[src/rtl/nsg_pkg.sv]
package nsg_pkg;

  typedef enum logic [2:0] {
    PH_IDLE,
    PH_SETUP,
    PH_STROBE,
    PH_HOLD,
    PH_WAIT,
    PH_SAMPLE
  } phase_e;

  typedef enum logic [1:0] {
    OP_CMD,
    OP_ADDR,
    OP_DWR,
    OP_DRD
  } op_e;

  // field slots inside one direction's group of the timing word
  localparam int unsigned FI_SETUP   = 0;
  localparam int unsigned FI_HOLD    = 1;
  localparam int unsigned FI_WIDTH   = 2;
  localparam int unsigned FI_WAIT    = 3;
  localparam int unsigned FI_WR_BASE = 4;
  localparam int unsigned FI_COUNT   = 8;

endpackage

[src/rtl/nsg_phase_ctrl.sv]
module nsg_phase_ctrl
  import nsg_pkg::*;
#(
  parameter int FIELD_W = 4,
  parameter int BUS_W   = 8,
  parameter int TW_W    = FI_COUNT * FIELD_W
) (
  input  logic             clk,
  input  logic             rst_n,
  input  logic             soft_rst,
  input  logic             req_valid,
  input  op_e              req_op,
  input  logic [BUS_W-1:0] req_data,
  input  logic [TW_W-1:0]  tword,
  output phase_e           phase_q,
  output phase_e           phase_d,
  output op_e              op_d,
  output logic [BUS_W-1:0] data_d,
  output logic             rd_capture,
  output logic             sample_now
);

  localparam int CNT_W = FIELD_W + 1;

  op_e              op_q;
  logic [BUS_W-1:0] data_q;
  logic [TW_W-1:0]  tw_q;
  logic [CNT_W-1:0] cnt_q, cnt_d;
  logic             load_en;
  logic             cnt_zero;

  function automatic logic [FIELD_W-1:0] field_of(input logic [TW_W-1:0] tw,
                                                   input op_e op,
                                                   input int unsigned idx);
    int unsigned base;
    base = (op == OP_DRD) ? 0 : FI_WR_BASE;
    return tw[(base + idx) * FIELD_W +: FIELD_W];
  endfunction

  assign load_en  = (phase_q == PH_IDLE) && req_valid && !soft_rst;
  assign cnt_zero = (cnt_q == '0);

  assign op_d   = load_en ? req_op : op_q;
  assign data_d = load_en ? req_data : data_q;

  // next-state process
  always_comb begin
    phase_d = phase_q;
    cnt_d   = cnt_q;
    unique case (phase_q)
      PH_IDLE: begin
        if (load_en) begin
          phase_d = PH_SETUP;
          cnt_d   = {1'b0, field_of(tword, req_op, FI_SETUP)};
        end
      end
      PH_SETUP: begin
        if (cnt_zero) begin
          phase_d = PH_STROBE;
          cnt_d   = {1'b0, field_of(tw_q, op_q, FI_WIDTH)};
        end else begin
          cnt_d = cnt_q - CNT_W'(1);
        end
      end
      PH_STROBE: begin
        if (cnt_zero) begin
          phase_d = PH_HOLD;
          cnt_d   = {1'b0, field_of(tw_q, op_q, FI_HOLD)};
        end else begin
          cnt_d = cnt_q - CNT_W'(1);
        end
      end
      PH_HOLD: begin
        if (!cnt_zero) begin
          cnt_d = cnt_q - CNT_W'(1);
        end else if (field_of(tw_q, op_q, FI_WAIT) == '0) begin
          phase_d = PH_SAMPLE;
          cnt_d   = '0;
        end else begin
          phase_d = PH_WAIT;
          cnt_d   = {field_of(tw_q, op_q, FI_WAIT), 1'b0} - CNT_W'(1);
        end
      end
      PH_WAIT: begin
        if (cnt_zero) begin
          phase_d = PH_SAMPLE;
        end else begin
          cnt_d = cnt_q - CNT_W'(1);
        end
      end
      PH_SAMPLE: begin
        phase_d = PH_IDLE;
      end
      default: begin
        phase_d = PH_IDLE;
        cnt_d   = '0;
      end
    endcase
    if (soft_rst) begin
      phase_d = PH_IDLE;
      cnt_d   = '0;
    end
  end

  // register process
  always_ff @(posedge clk or negedge rst_n) begin
    if (!rst_n) begin
      phase_q <= PH_IDLE;
      cnt_q   <= '0;
    end else begin
      phase_q <= phase_d;
      cnt_q   <= cnt_d;
    end
  end

  always_ff @(posedge clk or negedge rst_n) begin
    if (!rst_n) begin
      op_q   <= OP_CMD;
      data_q <= '0;
      tw_q   <= '0;
    end else if (load_en) begin
      op_q   <= req_op;
      data_q <= req_data;
      tw_q   <= tword;
    end
  end

  assign rd_capture = (phase_q == PH_STROBE) && cnt_zero && (op_q == OP_DRD) && !soft_rst;
  assign sample_now = (phase_q == PH_SAMPLE) && !soft_rst;

  // a cycle can only begin from idle
  assert_enter_setup_from_idle_R10: assert property (@(posedge clk) disable iff (!rst_n)
    (phase_q == PH_SETUP && $past(phase_q) != PH_SETUP) |-> $past(phase_q) == PH_IDLE);

  // soft reset always lands in idle
  assert_soft_reset_idle_R12: assert property (@(posedge clk) disable iff (!rst_n)
    soft_rst |=> phase_q == PH_IDLE);

endmodule

[src/rtl/nsg_strobe_drv.sv]
module nsg_strobe_drv
  import nsg_pkg::*;
#(
  parameter int BUS_W = 8
) (
  input  logic             clk,
  input  logic             rst_n,
  input  logic             force_ce,
  input  phase_e           phase_d,
  input  op_e              op_d,
  input  logic [BUS_W-1:0] data_d,
  output logic             ce_n,
  output logic             cle,
  output logic             ale,
  output logic             we_n,
  output logic             re_n,
  output logic             dq_oe,
  output logic [BUS_W-1:0] dq_out
);

  logic             active_d, strobe_d, is_rd_d;
  logic             ce_n_d, cle_d, ale_d, we_n_d, re_n_d, dq_oe_d;
  logic [BUS_W-1:0] dq_out_d;

  // decode the next phase so the pins are registered yet aligned with it
  always_comb begin
    active_d = (phase_d == PH_SETUP) || (phase_d == PH_STROBE) || (phase_d == PH_HOLD);
    strobe_d = (phase_d == PH_STROBE);
    is_rd_d  = (op_d == OP_DRD);
    ce_n_d   = !force_ce;
    cle_d    = active_d && (op_d == OP_CMD);
    ale_d    = active_d && (op_d == OP_ADDR);
    we_n_d   = !(strobe_d && !is_rd_d);
    re_n_d   = !(strobe_d && is_rd_d);
    dq_oe_d  = active_d && !is_rd_d;
    dq_out_d = dq_oe_d ? data_d : '0;
  end

  always_ff @(posedge clk or negedge rst_n) begin
    if (!rst_n) begin
      ce_n   <= 1'b1;
      cle    <= 1'b0;
      ale    <= 1'b0;
      we_n   <= 1'b1;
      re_n   <= 1'b1;
      dq_oe  <= 1'b0;
      dq_out <= '0;
    end else begin
      ce_n   <= ce_n_d;
      cle    <= cle_d;
      ale    <= ale_d;
      we_n   <= we_n_d;
      re_n   <= re_n_d;
      dq_oe  <= dq_oe_d;
      dq_out <= dq_out_d;
    end
  end

  // never both strobes low
  assert_strobe_exclusive_R3: assert property (@(posedge clk) disable iff (!rst_n)
    !(!we_n && !re_n));

  // never both latches high
  assert_latch_exclusive_R5: assert property (@(posedge clk) disable iff (!rst_n)
    !(cle && ale));

  // the bus is not driven while reading
  assert_no_drive_on_read_R6: assert property (@(posedge clk) disable iff (!rst_n)
    !re_n |-> !dq_oe);

endmodule

[src/rtl/nsg_rb_sampler.sv]
module nsg_rb_sampler #(
  parameter int BUS_W = 8
) (
  input  logic             clk,
  input  logic             rst_n,
  input  logic             soft_rst,
  input  logic             rd_capture,
  input  logic             sample_now,
  input  logic [BUS_W-1:0] dq_in,
  input  logic             rb,
  output logic             rd_valid,
  output logic [BUS_W-1:0] rd_byte,
  output logic             ready
);

  logic             rd_byte_en, ready_en;
  logic [BUS_W-1:0] rd_byte_d;
  logic             ready_d, rd_valid_d;

  always_comb begin
    rd_byte_en = rd_capture;
    ready_en   = sample_now;
    rd_byte_d  = dq_in;
    ready_d    = rb;
    rd_valid_d = rd_capture && !soft_rst;
  end

  always_ff @(posedge clk or negedge rst_n) begin
    if (!rst_n) begin
      rd_byte <= '0;
    end else if (rd_byte_en) begin
      rd_byte <= rd_byte_d;
    end
  end

  always_ff @(posedge clk or negedge rst_n) begin
    if (!rst_n) begin
      ready <= 1'b0;
    end else if (ready_en) begin
      ready <= ready_d;
    end
  end

  always_ff @(posedge clk or negedge rst_n) begin
    if (!rst_n) begin
      rd_valid <= 1'b0;
    end else begin
      rd_valid <= rd_valid_d;
    end
  end

  // status only moves on a sample clock
  assert_ready_only_on_sample_R8: assert property (@(posedge clk) disable iff (!rst_n)
    !sample_now |=> $stable(ready));

  // read byte only moves with a capture
  assert_rd_byte_on_capture_R7: assert property (@(posedge clk) disable iff (!rst_n)
    !rd_capture |=> $stable(rd_byte));

endmodule

[src/rtl/nand_strobe_gen.sv]
module nand_strobe_gen
  import nsg_pkg::*;
#(
  parameter int FIELD_W = 4,
  parameter int BUS_W   = 8,
  parameter int TW_W    = FI_COUNT * FIELD_W
) (
  input  logic             clk,
  input  logic             rst_n,
  input  logic             soft_rst,
  input  logic             force_ce,
  input  logic [TW_W-1:0]  timing_word,
  input  logic             cmd_wr,
  input  logic             addr_wr,
  input  logic             data_wr,
  input  logic             data_rd,
  input  logic [BUS_W-1:0] wr_byte,
  output logic             busy,
  output logic             rd_valid,
  output logic [BUS_W-1:0] rd_byte,
  output logic             dev_ready,
  output logic             nand_ce_n,
  output logic             nand_cle,
  output logic             nand_ale,
  output logic             nand_we_n,
  output logic             nand_re_n,
  output logic [BUS_W-1:0] nand_dq_out,
  output logic             nand_dq_oe,
  input  logic [BUS_W-1:0] nand_dq_in,
  input  logic             nand_rb
);

  logic             req_valid;
  op_e              req_op;
  phase_e           phase_q, phase_d;
  op_e              op_d;
  logic [BUS_W-1:0] data_d;
  logic             rd_capture, sample_now;

  // fixed priority among simultaneous requests
  always_comb begin
    req_valid = cmd_wr || addr_wr || data_wr || data_rd;
    if (cmd_wr)       req_op = OP_CMD;
    else if (addr_wr) req_op = OP_ADDR;
    else if (data_wr) req_op = OP_DWR;
    else              req_op = OP_DRD;
  end

  nsg_phase_ctrl #(.FIELD_W(FIELD_W), .BUS_W(BUS_W), .TW_W(TW_W)) u_ctrl (
    .clk        (clk),
    .rst_n      (rst_n),
    .soft_rst   (soft_rst),
    .req_valid  (req_valid),
    .req_op     (req_op),
    .req_data   (wr_byte),
    .tword      (timing_word),
    .phase_q    (phase_q),
    .phase_d    (phase_d),
    .op_d       (op_d),
    .data_d     (data_d),
    .rd_capture (rd_capture),
    .sample_now (sample_now)
  );

  nsg_strobe_drv #(.BUS_W(BUS_W)) u_drv (
    .clk      (clk),
    .rst_n    (rst_n),
    .force_ce (force_ce),
    .phase_d  (phase_d),
    .op_d     (op_d),
    .data_d   (data_d),
    .ce_n     (nand_ce_n),
    .cle      (nand_cle),
    .ale      (nand_ale),
    .we_n     (nand_we_n),
    .re_n     (nand_re_n),
    .dq_oe    (nand_dq_oe),
    .dq_out   (nand_dq_out)
  );

  nsg_rb_sampler #(.BUS_W(BUS_W)) u_rb (
    .clk        (clk),
    .rst_n      (rst_n),
    .soft_rst   (soft_rst),
    .rd_capture (rd_capture),
    .sample_now (sample_now),
    .dq_in      (nand_dq_in),
    .rb         (nand_rb),
    .rd_valid   (rd_valid),
    .rd_byte    (rd_byte),
    .ready      (dev_ready)
  );

  assign busy = (phase_q != PH_IDLE);

  // strobes only move inside a busy cycle
  assert_strobe_within_busy_R4: assert property (@(posedge clk) disable iff (!rst_n)
    (!nand_we_n || !nand_re_n) |-> busy);

  // rd_valid coincides with the read strobe rising
  assert_rd_valid_at_rise_R7: assert property (@(posedge clk) disable iff (!rst_n)
    rd_valid |-> $rose(nand_re_n));

  // chip enable follows the force control one clock later
  assert_ce_follows_force_R9: assert property (@(posedge clk) disable iff (!rst_n)
    force_ce |=> !nand_ce_n);

endmodule

[config.mk]
export PLATFORM = sky130hd
export DESIGN_NAME = nand_strobe_gen
export DESIGN_NICKNAME = d
export VERILOG_FILES = /design/src/rtl/nsg_pkg.sv /design/src/rtl/nsg_phase_ctrl.sv /design/src/rtl/nsg_strobe_drv.sv /design/src/rtl/nsg_rb_sampler.sv /design/src/rtl/nand_strobe_gen.sv
export SDC_FILE = /design/constraint.sdc
export NUM_CORES = 1
export LEC_CHECK = 0
export ABC_AREA = 1
export CAP_MARGIN = 20
export CORE_ASPECT_RATIO = 1.4
export CORE_MARGIN = 10
export CORE_UTILIZATION = 39
export CTS_CLUSTER_DIAMETER = 40
export DETAILED_ROUTE_END_ITERATION = 6
export DONT_BUFFER_PORTS = 1
export HOLD_SLACK_MARGIN = 0.15
export SLEW_MARGIN = 10
export SYNTH_ARGS = -nofsm -noshare
export SYNTH_HDL_FRONTEND = slang
export SYNTH_SLANG_ARGS = --single-unit
[constraint.sdc]
create_clock -name clk -period 1.7 [get_ports clk]
set_input_delay 0 -clock clk [delete_from_list [all_inputs] [get_ports clk]]
set_output_delay 0 -clock clk [all_outputs]
set_load 0.02 [all_outputs]
==> impl_metrics.toml, run 1 <==
[worst_setup_path]
timing.critical_path.from_type = "register"
worst_ep_arrival_time_ns = 2.02
endpoint_kind = "register"
timing.critical_path.required_ns = 1.98
crit_top_cell = "nand2_2"
timing.critical_path.slowest_stage_cell = "dfrtp_1"
critical_path.cell_chain = "nand2_2 > or2_4 > o21ai_4 > ha_4 > nand3_4 > nand2_2 > nand2_2 > nand3_2 > nand3_2 > nand2_4 > nand2_4 > nor2_1"
setup.worst_path.class = "register to register"
timing.reg2reg.setup_slack_ns = -0.03
worst-path-max-fanout = 4
critical_path.max_stage_delay_ns = 0.37

[clock_network]
clock_path_buffers = 2
worst_skew_pair.late_latency_ns = 0.35
h-tree-depth = 3
cts_sinks = 66
tritoncts = "done"
cts-root-buf = "clkbuf_8"
cts_inserted_buffers = 9
clock_transition_at_path_regs_ns = 0.07

[detailed_routing]
count_of_tritonroute_iterations_in_the_first_routing_pass = 4
wl_per_cell_um = 15.0
post_drt_via_cell_ratio = 4.78
route.vias.total = 2833
detail-route-antenna-nets = 0
wirelength_um = 8920
detail_route.iter0.violations = 139
drc = 0

[placement]
dpl_cell_area_mm2 = 0.00341
hpwl_reported_at_the_end_of_detailed_placement_um = 5980
io_buffer_count = 0
finalWeightedCongestion = 0.836

[job]
maxCapViolations = 0

[yosys]
ys_seq_area_share_pct = 52.2
largest_cells_by_area_after_synthesis = "dfrtp_1 (50%), nand2_1 (18%), nor2_1 (5.2%)"
synth_warnings = 0
syn-cell-area_mm2 = 0.00317
avgSynthCellArea_um2 = 8.01
syn_nets = 456
netlist-cell-type-count = 33
ys_seq_elements = 66
synth_top_area_share_pct = 49.7
syn_inst = 396
synth.largest_area_cell = "dfrtp_1"

[timing]
final_setup_tns_ns = -0.204
final.setup_skew_ns = 0.00649
setup-violations-final = 10
period_minus_slack_ns = 1.73
tightestPinTransition_ns = 0.328
hold_viol_final = 0
final_max_slew_viol_count = 0
setup_ws_ns = -0.0346
unrepaired_setup_endpoints_after_global_routing = "true"
post-route-period-util_pct = 102
max_clock_freq_mhz = 576
relSlewSlack_pct = 78.1

[global_routing]
grtUsageTotal_pct = 15.5
grt_max_degree = 67
antenna_found_initial = 0
vias_in_the_first_global_route = 3081
grt_first_pass_wirelength_um = 14600
grt_remaining_overflow = 0

[die]
io_pins = 82
fp.dieH_um = 127
floorplan.core_area_mm2 = 0.00785
rows = 38
floorplan.die_area_mm2 = 0.0122
start_util_pct = 40.4
die_width_um = 96.2

[final_layout]
num-nets-final = 548
post_route_utilization_pct = 57.0
fin_area_mm2 = 0.00447
diodes = 0
area.growth.synth_to_final_pct = 40.8
post_route_cells_drive_above_1_share_pct = 23.9
fill_cells = 686
seqCellArea_mm2 = 0.00166
multi_input_comb_area_mm2 = 0.00150

[status]
violations = "setup timing"
status = "finished with violations"

[power]
worst_ir_drop_on_vdd_mv = 0.988
power_leakage_nw = 2.24
p_per_area_mw_per_mm2 = 1590

[hold_path]
hold_path_class = "primary input to async pin"
## kinds of logic after synthesis
kind of cell / count (synthesis) / synth area share (%)
adders and majority gates: 3 / 1.18
AOI/OAI and AO/OA: 35 / 6.43
xor gates and xnor gates: 4 / 1.10
muxes: 1 / 0.355
DFF: 66 / 52.2
and+or+nand+nor: 238 / 31.7
buffers and inverters: 49 / 7.02
## cells in the mapped netlist (all sizes together)
cell type	instances
xnor2	1
nand3	17
dfrtp	63
nand3b	1
nand4	1
o211ai	1
o31ai	1
buf	6
o21ai	26
ha	3
nor3	6
nand2	156
dfstp	3
a21oi	5
xor2	3
clkbuf	2
inv	40
nor2	47
a22oi	1
or2	10
o22ai	1
clkinv	1
mux2	1
## routing by layer
| layer | track usage [%] | vias up | share of wire (%) |
|---|---|---|---|
| met1 | 15.1 | 1333 | 36 |
| met5 | 0 | - | 0 |
| li1 | - | 1406 | - |
| met3 | 5.79 | 22 | 7.6 |
| met2 | 27.7 | 72 | 53 |
| met4 | 6.96 | 0 | 3.2 |
## state kept, by name, summed over array words and instances (netlist names)
register and count:
u_ctrl.tw_q 24, u_ctrl.data_q 8, u_drv.dq_out 8, u_rb.rd_byte 8
u_ctrl.cnt_q 5, u_ctrl.phase_q 3, u_ctrl.op_q 2, u_drv.ale 1
u_drv.ce_n 1, u_drv.cle 1, u_drv.dq_oe 1, u_drv.re_n 1
u_drv.we_n 1, u_rb.rd_valid 1, u_rb.ready 1
## final timing paths
path	startpoint	endpoint	cells after the start
hold reg to reg	u_ctrl.tw_q[8]	u_ctrl.tw_q[8]	2
setup reg to reg	u_ctrl.op_q[1]	u_drv.dq_out[3]	12
min in group clk	force_ce	u_drv.ce_n	2
max in group asynchronous	rst_n	u_drv.re_n	2
hold / removal	rst_n	u_ctrl.cnt_q[4]	2
setup / recovery	u_ctrl.op_q[1]	u_drv.dq_out[3]	12
## placed cells by master (no fill, tap or decap), types with 2 or more instances in the layout
cell type / instances
a21oi_1: 5
buf_4: 25
buf_6: 3
clkbuf_8: 9
clkinv_2: 4
dfrtp_1: 61
dfrtp_2: 2
dfstp_2: 3
dlygate4sd3_1: 57
ha_4: 2
inv_1: 32
inv_2: 5
inv_4: 4
nand2_1: 136
nand2_2: 18
nand2_4: 2
nand3_1: 13
nand3_2: 2
nand3_4: 2
nor2_1: 35
nor2_2: 5
nor2_4: 8
nor3_1: 4
o21ai_0: 14
o21ai_1: 7
o21ai_2: 3
o21ai_4: 2
or2_2: 9
xor2_1: 3
## worst max-delay path: cells and delay by family (launching register included)
family,cells,cell delay (ns)
compound gates,1,0.07
flops,1,0.37
simple gates,10,1.04
fa+ha+maj,1,0.17
## where the power goes
group	switching [mW]	leakage, nW	internal, mW
clock	0.605	0.0998	0.669
sequential	0.541	0.821	2.15
combinational	1.80	1.32	1.34
## what timing repair did
| action | CTS | global route |
|---|---|---|
| setup buffers | 2 | 7 |
| hold buffers | 58 | 0 |
| gates resized for setup | 9 | 57 |
| gates cloned | 2 | 0 |
| endpoints found under the setup margin | 17 | 39 |
| hold endpoints to repair | 132 | 0 |
| pin swaps | 7 | 13 |
## metrics by stage
stage / setup slack [ns] / std cells / hold slack (ns) / power, mW
final: -0.0346 / 593 / 0.198 / 7.10
after global routing: -0.164 / 593 / 0.204 / 7.68
after CTS: -0.0431 / 586 / 0.188 / 6.64
after detailed placement: -0.117 / 508 / -0.293 / 5.05
after global placement: -0.0253 / 508 / -0.293 / 5.00
after floorplan: 0.000806 / 396 / -0.296 / 4.37
## final cells by class
cell class              count  area share (%)
clock buffers              10            2.86
inverters                  41            3.67
multi-input cells         283            33.5
clock inverters             6            1.32
well taps                 100            2.80
repair buffers             87            18.8
flip-flops and latches     66            37.1
No activity file was read; power rests on OpenSTA's default activity.
==> inputs of run 2 (changes only) <==
Settings changed: SYNTH_HIERARCHICAL set to 1.
==> run 2 against run 1 <==
  * The run ends with hold timing, setup timing left
  * Sequential power about the same
  * Critical path type unchanged
  * Largest power group unchanged
  * Utilization increased by 0.89 points
  * Final cell count decreased by 5.4%
  * Non-clock buffer count increased by 11
  * Fmax decreased by 1.9%
  * Register-to-register slack got worse by 0.03 ns
==> impl_metrics.toml, run 2 <==
[die]
start_util_pct = 40.1
rows = 38
floorplan.core_area_mm2 = 0.00780
io_pins = 82
die_width_um = 95.7
fp.dieH_um = 126
floorplan.die_area_mm2 = 0.0121

[worst_setup_path]
worst_ep_arrival_time_ns = 2.06
setup.worst_path.class = "register to register"
critical_path.cell_chain = "inv_2 > ha_4 > nand4_4 > inv_2 > o21ai_1 > nor2_1 > a211oi_1 > nor2_1 > inv_1 > nand2_4 > nand3_4 > nor2_2"
endpoint_kind = "register"
critical_path.max_stage_delay_ns = 0.39
timing.critical_path.slowest_stage_cell = "dfrtp_1"
timing.critical_path.from_type = "register"
timing.critical_path.required_ns = 1.99
critPathBufInv = 3
worst_path_dominant_cell_family = "simple AND/OR/NAND/NOR gates"
worst-path-max-fanout = 5

[timing]
tightestPinTransition_ns = 0.327
period_minus_slack_ns = 1.77
relSlewSlack_pct = 77.9
final.setup_skew_ns = 0.00736
setup_ws_ns = -0.0689
worst_hold_slack_ns = -0.292
setup-violations-final = 10
max_clock_freq_mhz = 565
final_max_slew_viol_count = 0
hold_viol_final = 14
post-route-period-util_pct = 104
unrepaired_setup_endpoints_after_global_routing = "true"

[detailed_routing]
count_of_tritonroute_iterations_in_the_first_routing_pass = 4
drc = 0
post_drt_via_cell_ratio = 4.76
detail_route.iter0.violations = 89
wl_per_cell_um = 15.4
route.vias.total = 2670
wirelength_um = 8650
detail-route-antenna-nets = 0

[final_layout]
largest-register = "u_ctrl/tw_q"
post_route_cells_drive_above_1_share_pct = 30.6
final_cell_mix = "nand2_1 (78), dfrtp_1 (63), dlygate4sd3_1 (48), inv_1 (43), buf_4 (41)"
layout.cells.non_filler = 561
mostFrequentLayoutCell = "nand2_1"
seqCellArea_mm2 = 0.00166
fill_cells = 694
largest_register_ff_count = 24
fin_area_mm2 = 0.00451
num-nets-final = 514
multi_input_comb_area_mm2 = 0.00137
area.growth.synth_to_final_pct = 44.2
diodes = 0

[status]
status = "finished with violations"
violations = "hold timing, setup timing"

[global_routing]
grt_max_degree = 67
grt_remaining_overflow = 0
antenna_found_initial = 0
grtUsageTotal_pct = 14.7
grt_first_pass_wirelength_um = 13900
vias_in_the_first_global_route = 2920

[yosys]
netlist-cell-type-count = 36
ys_seq_area_share_pct = 52.9
synth_warnings = 6
syn_inst = 353
asyncSetResetFlopFracSynth_pct = 100
avgSynthCellArea_um2 = 8.86
syn_nets = 411
largest_cells_by_area_after_synthesis = "dfrtp_1 (50%), nand2_1 (11%), mux2_2 (7.6%)"
synth_ff_type = "dfrtp_1"
synth.largest_area_cell = "dfrtp_1"
syn-cell-area_mm2 = 0.00313
synth_top_area_share_pct = 50.4
ys_seq_elements = 66
synthMostInstantiatedCell = "nand2_1"
synthTopCellsByCount = "nand2_1 (89), dfrtp_1 (63), inv_1 (47), nor2_1 (42), mux2_2 (21)"
edff_count_synth = 0

[clock_network]
cts-root-buf = "clkbuf_8"
worst_skew_pair.late_latency_ns = 0.35
tritoncts = "done"
h-tree-depth = 3
clock_transition_at_path_regs_ns = 0.07
cts_hold_buffers = 49
cts_inserted_buffers = 9
clock_path_buffers = 2
cts_sinks = 66

[placement]
post-place-ws_ns = -0.108
number_of_placed_instances_taps_included = 482
finalWeightedCongestion = 0.850
io_buffer_count = 0
dpl_cell_area_mm2 = 0.00349
hpwl_reported_at_the_end_of_detailed_placement_um = 5970

[power]
power_leakage_nw = 2.22
p_per_area_mw_per_mm2 = 1710
worst_ir_drop_on_vdd_mv = 0.919
totalPowerFinal_mw = 7.74

[job]
maxCapViolations = 0

[hold_path]
hold_path_class = "primary input to register"
run 2: cell types whose count changed in the layout (fill, tap and decap cells not counted), moves of 11 or more:
cell     change
a21oi_1     +12
buf_4       +16
inv_1       +11
mux2_2      +20
nand2_1     -58
o21ai_0     -11
run 2: metal layers:
layer	GRT usage, %	share of wire (%)
met1	14.5	36
met2	26.2	55
met3	4.93	6.3
met4	7.48	2.8
met5	0	0
run 2: report_power, final:
group | leakage, nW | switching, mW | internal, mW
sequential | 0.805 | 0.496 | 2.18
clock | 0.121 | 0.628 | 0.982
combinational | 1.29 | 1.81 | 1.64
run 2: what timing repair did:
item / CTS / global route
endpoints found under the hold margin: 132 / 31
setup buffers: 5 / 10
pin swaps: 7 / 28
cloned: 1 / 0
endpoints found under the setup margin: 22 / 38
gates resized for setup: 10 / 38
run 2: worst paths after layout:
kind                                 start          endpoint  slack, ns  cells past startpoint
max                        u_ctrl/cnt_q[1]   u_drv/dq_out[0]      -0.07                     12
min                               soft_rst     u_rb/rd_valid      -0.29                      1
min reg2reg                u_ctrl/cnt_q[3]   u_ctrl/cnt_q[3]       0.48                      2
max in group asynchronous            rst_n        u_drv/we_n       1.21                      2
min in group asynchronous            rst_n  u_ctrl/data_q[4]       0.19                      2
max reg2reg                u_ctrl/cnt_q[1]   u_drv/dq_out[0]      -0.07                     12
run 2: cell type report:
class	instances	area share (%)
clock inverter	6	2.50
sequential	66	36.7
timing repair buffer	98	20.5
tap	100	2.77
inverter	51	4.36
multi-input combinational	230	30.4
clock buffer	10	2.83
run 2: worst reg2reg max path, stage by stage, from the launching register on:
cell	delay (ns)
dfrtp_1	0.39
inv_2	0.08
ha_4	0.14
nand4_4	0.13
inv_2	0.11
o21ai_1	0.08
nor2_1	0.11
a211oi_1	0.05
nor2_1	0.18
inv_1	0.09
nand2_4	0.10
nand3_4	0.12
nor2_2	0.13
run 2: logic make-up after synthesis:
kind of cell / count (synthesis) / synth area share [%]
AO/OA/AOI/OAI: 43 / 8.00
XOR/XNOR: 3 / 0.840
adder cells (fa/ha/maj): 1 / 0.400
buffers and inverters: 58 / 7.52
flip-flops: 66 / 52.9
multiplexers: 21 / 7.56
AND/OR/NAND/NOR: 161 / 22.8
run 2: stage by stage:
step           utilization, %  setup TNS [ns]
2_1_floorplan               -               0
3_3_place_gp             44.8          -0.958
3_5_place_dp             44.8           -1.02
4_1_cts                  55.4          -0.133
5_1_grt                  57.8           -2.56
6_report                 57.8          -0.310
